File: src/rtl/fe_ctl_pkg.sv
`timescale 1ns/1ps
package fe_ctl_pkg;

  typedef enum logic [2:0] {
    SQ_IDLE,
    SQ_SHIFT,
    SQ_PRE,
    SQ_LOAD,
    SQ_POST
  } sq_state_t;

  localparam logic [2:0] A_WORD = 3'd0;
  localparam logic [2:0] A_SEL  = 3'd1;
  localparam logic [2:0] A_CTRL = 3'd2;
  localparam logic [2:0] A_MASK = 3'd3;
  localparam logic [2:0] A_TCNT = 3'd4;
  localparam logic [2:0] A_STAT = 3'd5;

  localparam int CTRL_START = 0;
  localparam int CTRL_DLM   = 1;
  localparam int CTRL_RSTQ  = 2;

endpackage

File: src/rtl/fe_trig_count.sv
`timescale 1ns/1ps
module fe_trig_count #(
  parameter int CNT_W = 16
) (
  input  logic             clk,
  input  logic             rst_n,
  input  logic             trig_in,
  input  logic             clr,
  output logic [CNT_W-1:0] count
);

  logic trig_q;
  logic trig_edge;

  function automatic logic [CNT_W-1:0] cnt_step(input logic [CNT_W-1:0] c);
    return c + CNT_W'(1);
  endfunction

  assign trig_edge = trig_in & ~trig_q;

  always_ff @(posedge clk or negedge rst_n) begin
    if (!rst_n) begin
      trig_q <= 1'b0;
      count  <= '0;
    end else begin
      trig_q <= trig_in;
      if (clr)
        count <= '0;
      else if (trig_edge)
        count <= cnt_step(count);
    end
  end

  // clear takes effect on the next edge
  a_r8_clear: assert property (@(posedge clk) disable iff (!rst_n)
    clr |=> (count == '0));

  // without an edge or a clear the count holds
  a_r8_hold: assert property (@(posedge clk) disable iff (!rst_n)
    (!trig_edge && !clr) |=> $stable(count));

endmodule

File: src/rtl/fe_host_regs.sv
`timescale 1ns/1ps
module fe_host_regs
  import fe_ctl_pkg::*;
#(
  parameter int N_CH   = 15,
  parameter int WORD_W = 20,
  parameter int CNT_W  = 16,
  parameter int HW     = 20,
  parameter int SEL_W  = 4
) (
  input  logic              clk,
  input  logic              rst_n,
  input  logic              host_wr,
  input  logic [2:0]        host_addr,
  input  logic [HW-1:0]     host_wdata,
  output logic [HW-1:0]     host_rdata,
  input  logic              busy,
  input  logic [CNT_W-1:0]  trig_count,
  output logic              cnt_clr,
  output logic              start_go,
  output logic [WORD_W-1:0] word_q,
  output logic [SEL_W-1:0]  sel_q,
  output logic [N_CH-1:0]   mask_q,
  output logic              dl_mode,
  output logic              rst_req
);

  localparam logic [SEL_W-1:0] LAST_CH = SEL_W'(N_CH - 1);

  logic wr_word, wr_sel, wr_ctrl, wr_mask;
  logic sel_ok;

  function automatic logic sel_valid(input logic [SEL_W-1:0] v);
    return v <= LAST_CH;
  endfunction

  assign wr_word = host_wr && (host_addr == A_WORD);
  assign wr_sel  = host_wr && (host_addr == A_SEL);
  assign wr_ctrl = host_wr && (host_addr == A_CTRL);
  assign wr_mask = host_wr && (host_addr == A_MASK);
  assign cnt_clr = host_wr && (host_addr == A_TCNT);
  assign sel_ok  = sel_valid(host_wdata[SEL_W-1:0]);

  assign start_go = wr_ctrl && host_wdata[CTRL_START] && host_wdata[CTRL_DLM] && !busy;

  always_ff @(posedge clk or negedge rst_n) begin
    if (!rst_n) begin
      word_q  <= '0;
      sel_q   <= '0;
      mask_q  <= '0;
      dl_mode <= 1'b0;
      rst_req <= 1'b0;
    end else begin
      if (wr_word) word_q <= host_wdata[WORD_W-1:0];
      if (wr_sel && sel_ok) sel_q <= host_wdata[SEL_W-1:0];
      if (wr_mask) mask_q <= host_wdata[N_CH-1:0];
      if (wr_ctrl) begin
        dl_mode <= host_wdata[CTRL_DLM];
        rst_req <= host_wdata[CTRL_RSTQ];
      end
    end
  end

  always_comb begin
    host_rdata = '0;
    case (host_addr)
      A_WORD: host_rdata = HW'(word_q);
      A_SEL:  host_rdata = HW'(sel_q);
      A_CTRL: host_rdata = HW'({rst_req, dl_mode, 1'b0});
      A_MASK: host_rdata = HW'(mask_q);
      A_TCNT: host_rdata = HW'(trig_count);
      A_STAT: host_rdata = HW'(busy);
      default: host_rdata = '0;
    endcase
  end

  // the select register never holds a channel that does not exist
  a_r5_sel_range: assert property (@(posedge clk) disable iff (!rst_n)
    sel_q <= LAST_CH);

  // an out-of-range select write leaves the register untouched
  a_r5_bad_sel_kept: assert property (@(posedge clk) disable iff (!rst_n)
    (wr_sel && !sel_ok) |=> $stable(sel_q));

endmodule

File: src/rtl/fe_dl_seq.sv
`timescale 1ns/1ps
module fe_dl_seq
  import fe_ctl_pkg::*;
#(
  parameter int N_CH   = 15,
  parameter int WORD_W = 20,
  parameter int SEL_W  = 4
) (
  input  logic              clk,
  input  logic              rst_n,
  input  logic              start_go,
  input  logic [WORD_W-1:0] word,
  input  logic [SEL_W-1:0]  sel,
  output logic              ser_data,
  output logic [N_CH-1:0]   sload,
  output logic              busy
);

  localparam int CW = $clog2(WORD_W);
  localparam logic [CW-1:0] LAST_BIT = CW'(WORD_W - 1);

  sq_state_t         state;
  logic [CW-1:0]     bit_cnt;
  logic [WORD_W-1:0] sr;
  logic [SEL_W-1:0]  sel_l;
  logic              load_phase;

  function automatic logic [N_CH-1:0] chan_onehot(input logic [SEL_W-1:0] s);
    logic [N_CH-1:0] v;
    v = '0;
    for (int i = 0; i < N_CH; i++)
      if (s == SEL_W'(i)) v[i] = 1'b1;
    return v;
  endfunction

  always_ff @(posedge clk or negedge rst_n) begin
    if (!rst_n) begin
      state   <= SQ_IDLE;
      bit_cnt <= '0;
      sr      <= '0;
      sel_l   <= '0;
    end else begin
      case (state)
        SQ_IDLE: if (start_go) begin
          sr      <= word;
          sel_l   <= sel;
          bit_cnt <= '0;
          state   <= SQ_SHIFT;
        end
        SQ_SHIFT: begin
          sr <= sr << 1;
          if (bit_cnt == LAST_BIT) state <= SQ_PRE;
          else bit_cnt <= bit_cnt + CW'(1);
        end
        SQ_PRE:  state <= SQ_LOAD;
        SQ_LOAD: state <= SQ_POST;
        SQ_POST: state <= SQ_IDLE;
        default: state <= SQ_IDLE;
      endcase
    end
  end

  assign load_phase = (state == SQ_LOAD);
  assign ser_data   = (state == SQ_SHIFT) & sr[WORD_W-1];
  assign sload      = load_phase ? chan_onehot(sel_l) : '0;
  assign busy       = (state != SQ_IDLE);

  // at most one channel strobed at a time
  a_r3_one_load: assert property (@(posedge clk) disable iff (!rst_n)
    $onehot0(sload));

  // the data line is idle while a channel captures
  a_r3_quiet_at_load: assert property (@(posedge clk) disable iff (!rst_n)
    (sload != '0) |-> !ser_data);

  // the load strobe lasts one cycle
  a_r3_load_single: assert property (@(posedge clk) disable iff (!rst_n)
    (sload != '0) |=> (sload == '0));

  // the register block only issues a start while idle
  a_r4_start_idle: assert property (@(posedge clk) disable iff (!rst_n)
    start_go |-> !busy);

endmodule

File: src/rtl/fe_chan_fanout.sv
`timescale 1ns/1ps
module fe_chan_fanout #(
  parameter int N_CH = 15
) (
  input  logic            fe_clk_in,
  input  logic            trig_in,
  input  logic            ser_data,
  input  logic            tp_in,
  input  logic            ext_nrst_in,
  input  logic            int_nrst,
  input  logic [N_CH-1:0] mask,
  input  logic [N_CH-1:0] sload,
  output logic [N_CH-1:0] ch_clk,
  output logic [N_CH-1:0] ch_trig,
  output logic [N_CH-1:0] ch_sload,
  output logic [N_CH-1:0] ch_tp,
  output logic [N_CH-1:0] ch_nrst
);

  logic trig_mix;
  logic nrst_mix;

  assign trig_mix = trig_in | ser_data;
  assign nrst_mix = ext_nrst_in & int_nrst;

  for (genvar g = 0; g < N_CH; g++) begin : g_ch
    assign ch_clk[g]   = fe_clk_in;
    assign ch_trig[g]  = trig_mix;
    assign ch_sload[g] = sload[g];
    assign ch_tp[g]    = tp_in & mask[g];
    assign ch_nrst[g]  = nrst_mix;
  end

endmodule

File: src/rtl/fe_ctl_driver.sv
`timescale 1ns/1ps
module fe_ctl_driver #(
  parameter int N_CH   = 15,
  parameter int WORD_W = 20,
  parameter int CNT_W  = 16,
  parameter int HW     = 20
) (
  input  logic            clk,
  input  logic            rst_n,
  input  logic            host_wr,
  input  logic [2:0]      host_addr,
  input  logic [HW-1:0]   host_wdata,
  output logic [HW-1:0]   host_rdata,
  input  logic            fe_clk_in,
  input  logic            trig_in,
  input  logic            tp_in,
  input  logic            ext_nrst_in,
  output logic [N_CH-1:0] ch_clk,
  output logic [N_CH-1:0] ch_trig,
  output logic [N_CH-1:0] ch_sload,
  output logic [N_CH-1:0] ch_tp,
  output logic [N_CH-1:0] ch_nrst
);

  localparam int SEL_W = $clog2(N_CH);

  logic              busy, start_go, cnt_clr, dl_mode, rst_req, ser_data, int_nrst;
  logic [WORD_W-1:0] word_q;
  logic [SEL_W-1:0]  sel_q;
  logic [N_CH-1:0]   mask_q, sload;
  logic [CNT_W-1:0]  trig_count;

  assign int_nrst = ~(dl_mode & rst_req);

  fe_host_regs #(.N_CH(N_CH), .WORD_W(WORD_W), .CNT_W(CNT_W), .HW(HW), .SEL_W(SEL_W)) u_regs (
    .clk(clk), .rst_n(rst_n), .host_wr(host_wr), .host_addr(host_addr),
    .host_wdata(host_wdata), .host_rdata(host_rdata), .busy(busy),
    .trig_count(trig_count), .cnt_clr(cnt_clr), .start_go(start_go),
    .word_q(word_q), .sel_q(sel_q), .mask_q(mask_q),
    .dl_mode(dl_mode), .rst_req(rst_req)
  );

  fe_trig_count #(.CNT_W(CNT_W)) u_tcnt (
    .clk(clk), .rst_n(rst_n), .trig_in(trig_in), .clr(cnt_clr), .count(trig_count)
  );

  fe_dl_seq #(.N_CH(N_CH), .WORD_W(WORD_W), .SEL_W(SEL_W)) u_seq (
    .clk(clk), .rst_n(rst_n), .start_go(start_go), .word(word_q), .sel(sel_q),
    .ser_data(ser_data), .sload(sload), .busy(busy)
  );

  fe_chan_fanout #(.N_CH(N_CH)) u_fan (
    .fe_clk_in(fe_clk_in), .trig_in(trig_in), .ser_data(ser_data), .tp_in(tp_in),
    .ext_nrst_in(ext_nrst_in), .int_nrst(int_nrst), .mask(mask_q), .sload(sload),
    .ch_clk(ch_clk), .ch_trig(ch_trig), .ch_sload(ch_sload), .ch_tp(ch_tp),
    .ch_nrst(ch_nrst)
  );

  // outside download mode the external reset reaches every channel unchanged
  a_r7_ext_pass: assert property (@(posedge clk) disable iff (!rst_n)
    !dl_mode |-> (ch_nrst == {N_CH{ext_nrst_in}}));

  // with no trigger and no shifting, the trigger/data lines stay low
  a_r2_idle_low: assert property (@(posedge clk) disable iff (!rst_n)
    (!busy && !trig_in) |-> (ch_trig == '0));

endmodule

File: config.mk
export PLATFORM = sky130hd
export DESIGN_NAME = fe_ctl_driver
export DESIGN_NICKNAME = d
export VERILOG_FILES = /design/src/rtl/fe_ctl_pkg.sv /design/src/rtl/fe_trig_count.sv /design/src/rtl/fe_host_regs.sv /design/src/rtl/fe_dl_seq.sv /design/src/rtl/fe_chan_fanout.sv /design/src/rtl/fe_ctl_driver.sv
export SDC_FILE = /design/constraint.sdc
export NUM_CORES = 1
export LEC_CHECK = 0
export BUFFER_PORTS_ARGS = -buffer_cell sky130_fd_sc_hd__buf_2
export CAP_MARGIN = 10
export CORE_UTILIZATION = 30
export CTS_CLUSTER_SIZE = 10
export DETAILED_ROUTE_END_ITERATION = 10
export GPL_TIMING_DRIVEN = 1
export SLEW_MARGIN = 30
export SYNTH_ARGS = -nofsm -noshare
export SYNTH_HDL_FRONTEND = slang
export SYNTH_SLANG_ARGS = --single-unit
File: constraint.sdc
create_clock -name clk -period 2.9 [get_ports clk]
set_clock_uncertainty 0.15 [all_clocks]
set_input_delay 0.29 -clock clk [delete_from_list [all_inputs] [get_ports clk]]
set_output_delay 0.29 -clock clk [all_outputs]
set_load 0.03 [all_outputs]
Word-level counts from Yosys, hierarchy flattened --
Cells that the tools add are included.
Storage, ports and cells: register bits after elaboration 90, input bits 30, word-level logic and storage cells 109
Operators by class: $add $sub $neg 2, order comparisons 1, eq/ne operators 26, mux-type cells 27, bitwise logic cells 22, reduce and logical (&&, ||, !) cells 20
Operator list (number):
- 20-bit one-hot mux with 6 select lines | 1
- 20-bit one-hot mux with 2 select lines | 1
- 16-bit two-way mux | 2
- 4-bit equality test, second input constant | 7
- 20-bit two-way mux | 1
- 1-bit AND | 19
- 16-bit by 1-bit adder with 16-bit output, second input constant | 1
- 4-bit by 3-bit equality test with 1-bit output, second input constant | 4
- 1-bit two-way mux | 15
- 15-bit two-way mux | 1
- 3-bit by 2-bit equality test with 1-bit output, second input constant | 4
- 3-bit one-hot mux with 4 select lines | 1
- 5-bit two-way mux | 2
- 5-bit one-hot mux with 2 select lines | 1
- 1-bit logical AND | 9
- 4-bit by 2-bit equality test with 1-bit output, second input constant | 2
- 3-bit by 1-bit equality test with 1-bit output, second input constant | 2
- 3-bit equality test, second input constant | 2
- 3-bit zero test | 2
- 3-bit two-way mux | 2
- 2-bit AND reduction | 3
- 5-bit by 1-bit adder with 5-bit output, second input constant | 1
- 5-bit equality test, second input constant | 1
- 4-bit by 1-bit equality test with 1-bit output, second input constant | 1
- other kinds (10) | 13

Logic depth before layout (Yosys ltp) --
word-level depth 7, depth in mapped cells 7, depth with buffers taken out 5

By module --
Synthesis repeated with hierarchy kept, for this count alone.
Unflattened totals: cells, all modules 517, area total of the unflattened synthesis 5281.3 um^2
Modules (own cells, without submodules):
- fe_host_regs | times used 1, cells an instance 158, area each 2078.2 um^2
- fe_dl_seq | times used 1, cells an instance 197, area each 1786.7 um^2
- fe_trig_count | times used 1, cells an instance 83, area each 830.8 um^2
- fe_chan_fanout | times used 1, cells an instance 78, area each 581.8 um^2
- fe_ctl_driver | times used 1, cells an instance 1, area each 3.8 um^2

Least setup slack after synthesis --
Ideal clock, no wire load.
path kind input to output, start point in host_addr[0], end point out host_rdata[10], data arrival time 1.716 ns, required time 2.460 ns, setup slack 0.744 ns, stages on the path 5, path buffers 2, cells stage by stage buf_2 -> and2_1 -> clkbuf_1 -> a22oi_1 -> o21ai_0
Between the ends: longest elaborated chain between the ends 2, elaborated cells between the ends (all ways) 7
Ends and longest elaborated chain:
- start: declaration | line fe_ctl_driver.sv:11 | input logic [2:0] host_addr,
- 3-bit equality test (tied with other cells) | line fe_host_regs.sv:66 | case (host_addr)
- 20-bit one-hot mux with 6 select lines * | line fe_host_regs.sv:66
- end: declaration | line fe_ctl_driver.sv:13 | output logic [HW-1:0] host_rdata,
Mark *: on every way between the ends. The rest lies on a longest branch, timed or not.

Final worst setup path --
start point reg u_seq.state[1], end point out ch_trig[10]
Between the ends: longest elaborated chain between the ends 3
Ends and longest elaborated chain:
- start: declaration | line fe_dl_seq.sv:22 | sq_state_t state;
- start signal: assignment | line fe_dl_seq.sv:38 | state <= SQ_IDLE;
- start signal: assignment | line fe_dl_seq.sv:48 | state <= SQ_SHIFT;
- start signal: assignment | line fe_dl_seq.sv:52 | if (bit_cnt == LAST_BIT) state <= SQ_PRE;
- 3-bit by 1-bit equality test with 1-bit output | line fe_dl_seq.sv:64 | assign ser_data = (state == SQ_SHIFT) & sr[WORD_W-1];
- 1-bit AND | line fe_dl_seq.sv:64
- 1-bit OR | line fe_chan_fanout.sv:23 | assign trig_mix = trig_in | ser_data;
- end: declaration | line fe_ctl_driver.sv:19 | output logic [N_CH-1:0] ch_trig,
No other way between the ends.

==> results.yml <==
pwr:
  power_density_nw_per_um2: 806.6
  vdd_drop_max_mv: 0.3920
  p_leak_nw: 2.649
grt:
  grt_pass1_vias: 3440
  track_usage_pct: 14.53
  grt-ovfl-total: 0
  antenna_found_initial: 1
  grt_pass1_wl_mm: 18.47
  grt_max_degree: 56
sta:
  finalSetupViolCount: 0
  worstMarginPinSlew_ns: 0.7309
  slew_violations: 0
  max_freq_mhz: 420.3
  min_period_over_period_pct: 82.04
  final_hold_viol_count: 0
  rsz0062_at_grt: "no"
  slew_headroom_pct: 51.27
  tns_ns: 0
  final.min_clock_period_ns: 2.379
setup_path:
  cp_cell_sequence: "nor3b_4 -> buf_4 -> a21o_1 -> buf_2"
  crit_arrival_ns: 1.94
  cp_max_fo: 15
  crit_family: "buffers and inverters"
  critPathLaunchType: "register"
  cp_slowest_cell: "dfrtp_1"
  critPathRequiredTime_ns: 2.46
  cp_num_buf_inv: 2
  crit_type: "register to output port"
  slowest_delay_ns: 0.44
  end_kind: "output port"
drt:
  viasPerCell: 4.841
  dr.pass1.iters: 4
  drc: 0
  postRouteWirelength_mm: 11.84
  vias: 3655
  wl_per_cell_um: 15.68
  drt_iter0_markers: 242
  ant_nets: 0
yosys:
  synth.distinct_cells: 51
  ys_warn_count: 0
  synthCells: 469
  synth_top_area_share_pct: 46.20
  synth_area_leaders: "dfrtp_1, mux2_2, buf_4"
  synth_fp_nets: 501
  avgSynthCellArea_um2: 10.39
  ys_seq_area_share_pct: 46.20
  yosysTopAreaCell: "dfrtp_1"
  ys_seq_elements: 90
  synth_area_um2: 4875
cells_and_area:
  fill_cells: 1618
  stdcell_area_um2: 5638
  final_cell_mix: "buf_2, dfrtp_1, mux2_2"
  nets: 565
  drive_gt1_share_pct: 35.38
  syn_to_final_growth_pct: 15.66
  layout_commonest_cell: "buf_2"
floorplan:
  die_w_um: 129.5
  initial_core_util_pct: 30.69
  die_height_um: 129.5
  die_area_um2: 16760
  core.rowCount: 46
  core_um2: 15890
  ios: 125
placement:
  io_buffers: 108
  post_dp_cell_area_um2: 5329
  place.gp.congestion: 0.8316
  hpwl_mm: 8.856
clock_network:
  clk_pin_slew_worst_paths_ns: 0.06
  cts_tree: "yes"
  clk_path_buf_depth: 2
  cts_resized: 0
  cts_num_sinks: 90
  cts_hold_buffers: 2
  cts_setup_buffers: 0
  clkLatencyLatePin_ns: 0.35
  cts_buffers: 9
  htreeDepth: 3
  cts-root-buf: "clkbuf_16"
worst_hold_path:
  hp-class: "input pin to register"
outcome:
  status: "finished clean"
job:
  cap_violations: 0
[through the flow]
step,util [%],power (W),hold slack [ns],cells,worst slack [ns]
floorplan,-,0.003082,-0.1556,469,0.7442
finish,35.49,0.004547,0.02763,755,0.5209
global placement,33.55,0.003377,0.2333,736,0.7753
CTS,35.46,0.004591,0.01698,753,0.4900
detailed placement,33.55,0.003427,0.2460,736,0.7523
global route,35.46,0.004822,0.02039,753,0.3881
[area by class of cell]
cell class | instances | area, µm² | share of cell area, %
diodes | 2 | 5.005 | 0.08877
clock buffers | 9 | 225.2 | 3.995
clock inverters | 6 | 58.81 | 1.043
inverters | 5 | 18.77 | 0.3329
multi-input cells | 306 | 2162 | 38.35
flip-flops and latches | 90 | 2252 | 39.95
well taps | 216 | 270.3 | 4.794
repair buffers | 121 | 645.6 | 11.45
[cell families (layout without fill, tap and decap cells)]
family	after synthesis	count (layout)	share of synthesized area (%)
AOI/OAI and AO/OA	74	74	9.651
xor gates and xnor gates	13	13	2.336
and+or+nand+nor	146	146	15.71
other	0	2	0
muxes	71	71	15.76
buffers and inverters	73	141	9.831
DFF	90	90	46.20
adders and majority gates	2	2	0.5133
[per-layer routing]
layer / wire (µm) / GRT usage [%] / up-vias
li1: - / - / 1730
met1: 5367 / 18.83 / 1810
met2: 5696 / 23.47 / 99
met3: 585 / 3.881 / 16
met4: 187 / 4.925 / 0
met5: 0 / 0 / -
[where the power goes]
group	leakage (nW)	switching (W)	internal [W]	total (W)
combinational	1.37	0.000883	0.000605	0.00149
sequential	1.13	0.000322	0.00160	0.00192
clock	0.145	0.000484	0.000658	0.00114
total	2.65	0.00169	0.00286	0.00455
[sequential cells by signal, indices dropped and copies added, names as in the netlist]
name            flops
u_tcnt.count       16
u_seq.state         3
u_regs.dl_mode      1
u_seq.sel_l         4
u_seq.sr           20
u_regs.mask_q      15
u_tcnt.trig_q       1
u_regs.rst_req      1
u_regs.sel_q        4
u_regs.word_q      20
u_seq.bit_cnt       5
[path summary, 6_finish.rpt]
check | startpoint | slack [ns] | endpoint | depth (start not counted)
setup / recovery | u_seq.state[1]$_DFFE_PN0P_ | 0.52 | ch_trig[10] | 4
hold / removal | host_wdata[18] | 0.03 | u_regs.word_q[18]$_DFFE_PN0P_ | 2
setup reg to reg | u_seq.state[1]$_DFFE_PN0P_ | 0.87 | u_seq.bit_cnt[3]$_DFFE_PN0P_ | 4
hold reg to reg | u_seq.sr[9]$_DFFE_PN0P_ | 0.34 | u_seq.sr[9]$_DFFE_PN0P_ | 2
max in group asynchronous | rst_n | 1.46 | u_tcnt.count[8]$_DFFE_PN0P_ | 3
min in group asynchronous | rst_n | 0.37 | u_tcnt.count[6]$_DFFE_PN0P_ | 2
[cells in the mapped netlist, drive strengths merged]
cell and n:
clkbuf 10, and4 3, and4b 1, o22ai 2, a22oi 13, a31o 3
nand3b 4, a2bb2oi 1, nand2 42, ha 2, o2111a 1, nor2 33
buf 58, dfrtp 90, o211ai 1, and3 4, a211o 1, nand2b 4
o31a 2, xor2 10, a22o 2, or4 1, inv 5, and4bb 2
and2 22, a21oi 5, xnor2 3, o21ai 34, nor3b 2, or3 1
nor3 8, nor4b 1, o31ai 2, a21boi 1, a21o 2, nand4 7
mux2i 25, mux2 46, a31oi 3, o21ba 1, nor2b 2, nand3 8
nor4 1
Power figures use the tool's default switching activity.
